==> config.mk <==
export PLATFORM = sky130hd
export DESIGN_NAME = ocp_hiccup_ctrl
export DESIGN_NICKNAME = d
export VERILOG_FILES = /design/src/rtl/ocp_hiccup_pkg.sv /design/src/rtl/ocp_trip_cmp.sv /design/src/rtl/ocp_blank_timer.sv /design/src/rtl/ocp_fsm.sv /design/src/rtl/ocp_hiccup_ctrl.sv
export SDC_FILE = /design/constraint.sdc
export NUM_CORES = 1
export LEC_CHECK = 0
export ABC_AREA = 1
export BUFFER_PORTS_ARGS = -buffer_cell sky130_fd_sc_hd__buf_2
export CAP_MARGIN = 15
export CORE_ASPECT_RATIO = 0.75
export CORE_MARGIN = 2
export CORE_UTILIZATION = 35
export CTS_CLUSTER_SIZE = 12
export DETAILED_ROUTE_END_ITERATION = 10
export HOLD_SLACK_MARGIN = 0.03
export PLACE_DENSITY = 0.56
export REMOVE_ABC_BUFFERS = 1
export SYNTH_ARGS = -nofsm -noshare
export SYNTH_HDL_FRONTEND = slang
export SYNTH_HIERARCHICAL = 1
export SYNTH_SLANG_ARGS = --single-unit
==> constraint.sdc <==
create_clock -name clk -period 2.19 [get_ports clk]
set_input_delay 0.1095 -clock clk [delete_from_list [all_inputs] [get_ports clk]]
set_output_delay 0.1095 -clock clk [all_outputs]
set_load 0.01 [all_outputs]
==> src/rtl/ocp_hiccup_pkg.sv <==
`timescale 1ns/1ps
package ocp_hiccup_pkg;

   typedef enum logic [2:0] {
      ST_OFF   = 3'd0,
      ST_RUN   = 3'd1,
      ST_DRAIN = 3'd2,
      ST_BLANK = 3'd3,
      ST_LATCH = 3'd4,
      ST_HOT   = 3'd5
   } ocp_state_e;

   typedef struct packed {
      logic hs;
      logic ls;
      logic ss_rst;
      logic pg_kill;
   } gate_cmd_t;

endpackage

==> src/rtl/ocp_trip_cmp.sv <==
`timescale 1ns/1ps
module ocp_trip_cmp #(
   parameter int CODE_W   = 6,
   parameter int CUR_W    = 7,
   parameter int MAX_CODE = 32
) (
   input  logic [CODE_W-1:0] lim_code_i,
   input  logic [CUR_W-1:0]  isense_i,
   input  logic              sample_vld_i,
   input  logic              ls_on_i,
   output logic              trip_o,
   output logic              zero_o
);

   localparam int CODE_TOP = (1 << CODE_W) - 1;
   localparam bit NEED_CLAMP = (CODE_TOP > MAX_CODE);
   localparam logic [CODE_W-1:0] MAX_C = CODE_W'(MAX_CODE);

   if (CUR_W < CODE_W) begin : g_bad_width
      $error("ocp_trip_cmp: CUR_W must be at least CODE_W");
   end
   if (MAX_CODE > CODE_TOP) begin : g_bad_max
      $error("ocp_trip_cmp: MAX_CODE does not fit in CODE_W");
   end

   logic [CODE_W-1:0] lim_eff;

   if (NEED_CLAMP) begin : g_clamp
      assign lim_eff = (lim_code_i > MAX_C) ? MAX_C : lim_code_i;
   end else begin : g_pass
      assign lim_eff = lim_code_i;
   end

   logic [CUR_W-1:0] lim_ext;
   assign lim_ext = CUR_W'(lim_eff);

   assign trip_o = sample_vld_i && ls_on_i && (isense_i > lim_ext);
   assign zero_o = sample_vld_i && (isense_i == '0);

endmodule

==> src/rtl/ocp_blank_timer.sv <==
`timescale 1ns/1ps
module ocp_blank_timer #(
   parameter int BLANK_W = 8
) (
   input  logic               clk,
   input  logic               rst_n,
   input  logic               run_i,
   input  logic               tick_i,
   input  logic [BLANK_W-1:0] limit_i,
   output logic               done_o
);

   if (BLANK_W < 1) begin : g_bad_w
      $error("ocp_blank_timer: BLANK_W must be positive");
   end

   logic [BLANK_W-1:0] cnt_q;

   assign done_o = (cnt_q >= limit_i);

   always_ff @(posedge clk or negedge rst_n) begin
      if (!rst_n) begin
         cnt_q <= '0;
      end else if (!run_i) begin
         cnt_q <= '0;
      end else if (tick_i && !done_o) begin
         cnt_q <= cnt_q + 1'b1;
      end
   end

endmodule

==> src/rtl/ocp_fsm.sv <==
`timescale 1ns/1ps
module ocp_fsm
   import ocp_hiccup_pkg::*;
(
   input  logic       clk,
   input  logic       rst_n,
   input  logic       en_i,
   input  logic       otp_i,
   input  logic       latch_mode_i,
   input  logic       trip_i,
   input  logic       zero_i,
   input  logic       blank_done_i,
   input  logic       pwm_hs_i,
   input  logic       pwm_ls_i,
   output ocp_state_e state_o,
   output gate_cmd_t  cmd_o
);

   ocp_state_e st_q, st_d;

   always_comb begin
      st_d = st_q;
      if (!en_i) begin
         st_d = ST_OFF;
      end else if (st_q == ST_LATCH) begin
         st_d = ST_LATCH;
      end else if (otp_i) begin
         st_d = ST_HOT;
      end else begin
         case (st_q)
            ST_OFF:   st_d = ST_RUN;
            ST_HOT:   st_d = ST_RUN;
            ST_RUN:   if (trip_i) st_d = ST_DRAIN;
            ST_DRAIN: if (zero_i) st_d = latch_mode_i ? ST_LATCH : ST_BLANK;
            ST_BLANK: if (blank_done_i) st_d = ST_RUN;
            default:  st_d = ST_OFF;
         endcase
      end
   end

   always_ff @(posedge clk or negedge rst_n) begin
      if (!rst_n) st_q <= ST_OFF;
      else        st_q <= st_d;
   end

   always_comb begin
      cmd_o = '{hs: 1'b0, ls: 1'b0, ss_rst: 1'b1, pg_kill: 1'b1};
      case (st_q)
         ST_RUN:   cmd_o = '{hs: pwm_hs_i, ls: pwm_ls_i, ss_rst: 1'b0, pg_kill: 1'b0};
         ST_DRAIN: cmd_o.ls = 1'b1;
         default:  ;
      endcase
   end

   assign state_o = st_q;

endmodule

==> src/rtl/ocp_hiccup_ctrl.sv <==
`timescale 1ns/1ps
module ocp_hiccup_ctrl
   import ocp_hiccup_pkg::*;
#(
   parameter int CODE_W   = 6,
   parameter int CUR_W    = 7,
   parameter int MAX_CODE = 32,
   parameter int BLANK_W  = 8
) (
   input  logic               clk,
   input  logic               rst_n,
   input  logic               en_i,
   input  logic               otp_i,
   input  logic               latch_mode_i,
   input  logic [CODE_W-1:0]  lim_code_i,
   input  logic [BLANK_W-1:0] blank_ticks_i,
   input  logic               tick_i,
   input  logic               pwm_hs_i,
   input  logic               pwm_ls_i,
   input  logic               sample_vld_i,
   input  logic [CUR_W-1:0]   isense_i,
   output logic               hs_en_o,
   output logic               ls_en_o,
   output logic               ss_rst_o,
   output logic               pg_kill_o
);

   logic       trip, zero, blank_done;
   ocp_state_e st_q;
   gate_cmd_t  cmd;

   ocp_trip_cmp #(
      .CODE_W   (CODE_W),
      .CUR_W    (CUR_W),
      .MAX_CODE (MAX_CODE)
   ) u_cmp (
      .lim_code_i   (lim_code_i),
      .isense_i     (isense_i),
      .sample_vld_i (sample_vld_i),
      .ls_on_i      (pwm_ls_i),
      .trip_o       (trip),
      .zero_o       (zero)
   );

   ocp_blank_timer #(
      .BLANK_W (BLANK_W)
   ) u_blank (
      .clk     (clk),
      .rst_n   (rst_n),
      .run_i   (st_q == ST_BLANK),
      .tick_i  (tick_i),
      .limit_i (blank_ticks_i),
      .done_o  (blank_done)
   );

   ocp_fsm u_fsm (
      .clk          (clk),
      .rst_n        (rst_n),
      .en_i         (en_i),
      .otp_i        (otp_i),
      .latch_mode_i (latch_mode_i),
      .trip_i       (trip),
      .zero_i       (zero),
      .blank_done_i (blank_done),
      .pwm_hs_i     (pwm_hs_i),
      .pwm_ls_i     (pwm_ls_i),
      .state_o      (st_q),
      .cmd_o        (cmd)
   );

   assign hs_en_o   = cmd.hs;
   assign ls_en_o   = cmd.ls;
   assign ss_rst_o  = cmd.ss_rst;
   assign pg_kill_o = cmd.pg_kill;

endmodule

==> results.json <==
{
  "status": "completed",
  "cpPeakStageDelay_ns": 0.44,
  "first_iter_violations": 91,
  "post-place-ws_ns": 0.417,
  "wire_per_inst_um": 9.32,
  "port_buffers": 33,
  "firstDrtPassIters": 4,
  "finalWirelength_mm": 2.66,
  "synth_top_area_share_pct": 21.4,
  "place_congestion": 0.786,
  "track_usage_pct": 14.2,
  "fin_ws_ns": 0.415,
  "die_x_um": 73.9,
  "drive_above_1_share_pct": 25.8,
  "worstPathCellList": "ha_1 -> nand2_1 -> inv_1 -> nand2_1 -> nand2_1 -> nand2_1 -> nand3_1 -> nor2_1 -> nand3_1 -> nand3_2 -> nand2_1 -> nand2_1 -> nand2_1",
  "start_kind": "flip-flop",
  "setup_tns_ns": 0,
  "async_flop_share_pct": 100,
  "muxShareOfSynthArea_pct": 0,
  "hold_slack_ns": 0.130,
  "clk_pin_slew_worst_paths_ns": 0.05,
  "placedCellCount": 280,
  "setup_viol": 0,
  "critPathBufInv": 1,
  "holdCritStartpoint": "en_i",
  "min_path_cells": 3,
  "worstSetupPathType": "flip-flop to flip-flop",
  "r2r-start": "u_blank/cnt_q[2]",
  "n_fill_cell": 383,
  "max-cap-violations": 0,
  "clockBufferDepth": 2,
  "io_pins": 34,
  "peakVddDrop_uv": 171,
  "p_leak_nw": 0.896,
  "grt-ovfl-total": 0,
  "cp.required_ns": 2.32,
  "cts.sinks": 11,
  "num_rows": 19,
  "final_util_pct": 43.6,
  "tightest_slew_ns": 0.326,
  "ys_ff_latch": 11,
  "slew_viol_final": 0,
  "grt_max_degree": 12,
  "p_per_area_mw_per_mm2": 390,
  "netlist-cell-type-count": 26,
  "yosysWarnings": 6,
  "min_period_over_period_pct": 81.0,
  "grt_pass1_wl_mm": 4.69,
  "arrival_ns": 1.90,
  "ys_seq_area_share_pct": 21.4,
  "final_cells": 285,
  "synthSimpleGateAreaFrac_pct": 46.7,
  "worstPathMaxFanout": 5,
  "fp.dieArea_mm2": 0.00417,
  "synth_top_area_cell": "dfrtp_1",
  "cts_tree": "built",
  "synth_area_leaders": "dfrtp_1 21%, nand2_1 18%, ha_1 15%, inv_1 8.5%, nand3_1 7.0%",
  "htree_levels": 1,
  "vias_per_cell": 4.20,
  "min_to": "u_fsm/state_o[2]",
  "synth_fa_ha_area_share_pct": 14.6,
  "die_h_um": 56.5,
  "rr_endpoint": "u_fsm/state_o[0]",
  "reg2regPathDepth": 13,
  "reg2reg_slack_ns": 0.42,
  "diodes": 0,
  "start_util_pct": 35.8,
  "finalInstanceArea_mm2": 0.00156,
  "slowest_stage": "dfrtp_1",
  "cts-resized-gates": 0,
  "ant_nets": 0,
  "hold_class": "primary input to flip-flop",
  "period_minus_slack_ns": 1.77,
  "nNetsFinal": 279,
  "fmax_mhz": 563,
  "skew_ns": 0.00143,
  "hpwl_mm": 2.15,
  "area.growth.synth_to_final_pct": 21.8,
  "dpl_cell_area_mm2": 0.00151,
  "antenna_found_initial": 0,
  "synth_top_family_by_area": "simple AND/OR/NAND/NOR gates",
  "grt_pass1_vias": 1094,
  "synth-edff-count": 0,
  "route.detailed.drc": 0,
  "crit_top_cell": "nand2_1",
  "via_count": 1198,
  "rsz0062_at_grt": "false",
  "power_mw": 0.610,
  "hold_viol_final": 0,
  "clk_latency_ns": 0.24,
  "relSlewSlack_pct": 78.2,
  "synth_xor_area_share_pct": 2.05,
  "synth_compound_area_share_pct": 4.58,
  "avgSynthCellArea_um2": 6.55,
  "synthesis.area_mm2": 0.00128,
  "cp-startpoint": "u_blank/cnt_q[2]",
  "cpLargestDelayFamily": "simple AND/OR/NAND/NOR gates",
  "core_mm2": 0.00359,
  "cp-end-kind": "flip-flop",
  "cts_buffers": 3,
  "synthCells": 196,
  "cts-root-buf": "clkbuf_8",
  "ys.flop_type": "dfrtp_1"
}
==> repair_timing <==
| item | in CTS | in global routing |
|---|---|---|
| hold endpoints to repair | 11 | 0 |
| endpoints found under the setup margin | 0 | 0 |
| hold buffers | 1 | 0 |
| setup buffers | 0 | 0 |
==> worst max-delay path by stage <==
| stage | end | slack (ns) | cells after the start |
|---|---|---|---|
| after global routing | u_fsm/state_o[0] | 0.22 | 13 |
| final | u_fsm/state_o[0] | 0.42 | 13 |
| after global placement | u_fsm/state_o[0] | 0.42 | 13 |
| after detailed placement | u_fsm/state_o[0] | 0.42 | 13 |
| after CTS | u_fsm/state_o[0] | 0.41 | 13 |
| after floorplan | u_fsm/state_o[0] | 0.60 | 10 |
==> layer usage <==
layer	share of wire, %	up-vias	global-route usage [%]
met2	40	24	20.0
met5	0	-	0
li1	-	688	-
met1	56	484	21.4
met4	0.83	0	5.45
met3	3.4	2	2.33
==> worst reg2reg max path, stage by stage, from the launching register on <==
cell and delay, ns:
dfrtp_1 0.44, ha_1 0.30, nand2_1 0.08, inv_1 0.04, nand2_1 0.05, nand2_1 0.04
nand2_1 0.11, nand3_1 0.12, nor2_1 0.12, nand3_1 0.09, nand3_2 0.11, nand2_1 0.06
nand2_1 0.06, nand2_1 0.05
==> area by class of cell <==
cell class	count	area, µm²	share of cell area, %
Sequential cell	11	275	17.6
Inverter	33	124	7.92
Tap cell	52	65.1	4.16
Clock buffer	4	45.0	2.88
Multi-Input combinational cell	150	872	55.8
Timing Repair Buffer	35	183	11.7
==> cell usage after synthesis, types with 2 or more instances <==
| master | n |
|---|---|
| nor2_4 | 3 |
| nor3b_1 | 2 |
| inv_2 | 4 |
| nor2_2 | 4 |
| dfrtp_1 | 11 |
| nor3_2 | 2 |
| nand3_2 | 3 |
| nand2_2 | 4 |
| nor2_1 | 19 |
| inv_1 | 29 |
| xor2_1 | 2 |
| a21o_1 | 2 |
| nand2_1 | 61 |
| nand3_1 | 18 |
| nand3b_1 | 2 |
| a21oi_1 | 6 |
| ha_1 | 15 |
==> flip-flops by register name, summed over array words and instances (netlist names) <==
| name | flops |
|---|---|
| u_blank/cnt_q | 8 |
| u_fsm/state_o | 3 |
==> power by group <==
part / switching, mW / internal (mW) / leakage, nW
Clock: 0.0742 / 0.128 / 0.0228
Sequential: 0.0161 / 0.211 / 0.151
Combinational: 0.105 / 0.0761 / 0.723
Total: 0.196 / 0.414 / 0.896
==> kinds of logic after synthesis <==
family | count (synthesis)
XOR/XNOR | 3
AND/OR/NAND/NOR | 122
adder cells (fa/ha/maj) | 15
AO/OA/AOI/OAI | 10
flip-flops | 11
buffers and inverters | 35
==> placed cells by master, fill, tap and decap left out <==
master	instances
a21o_1	2
a21oi_1	6
a21oi_2	1
buf_2	33
buf_4	1
clkbuf_1	1
clkbuf_8	3
dfrtp_1	11
dlygate4sd3_1	1
ha_1	15
inv_1	29
inv_2	4
nand2_1	61
nand2_2	4
nand2_4	1
nand3_1	18
nand3_2	3
nand3b_1	2
nand4_4	1
nor2_1	19
nor2_2	4
nor2_4	3
nor3_2	2
nor3b_1	2
nor4_1	1
o21ai_1	1
or2_0	1
xnor2_1	1
xor2_1	2
(Power assumes the default switching activity.)
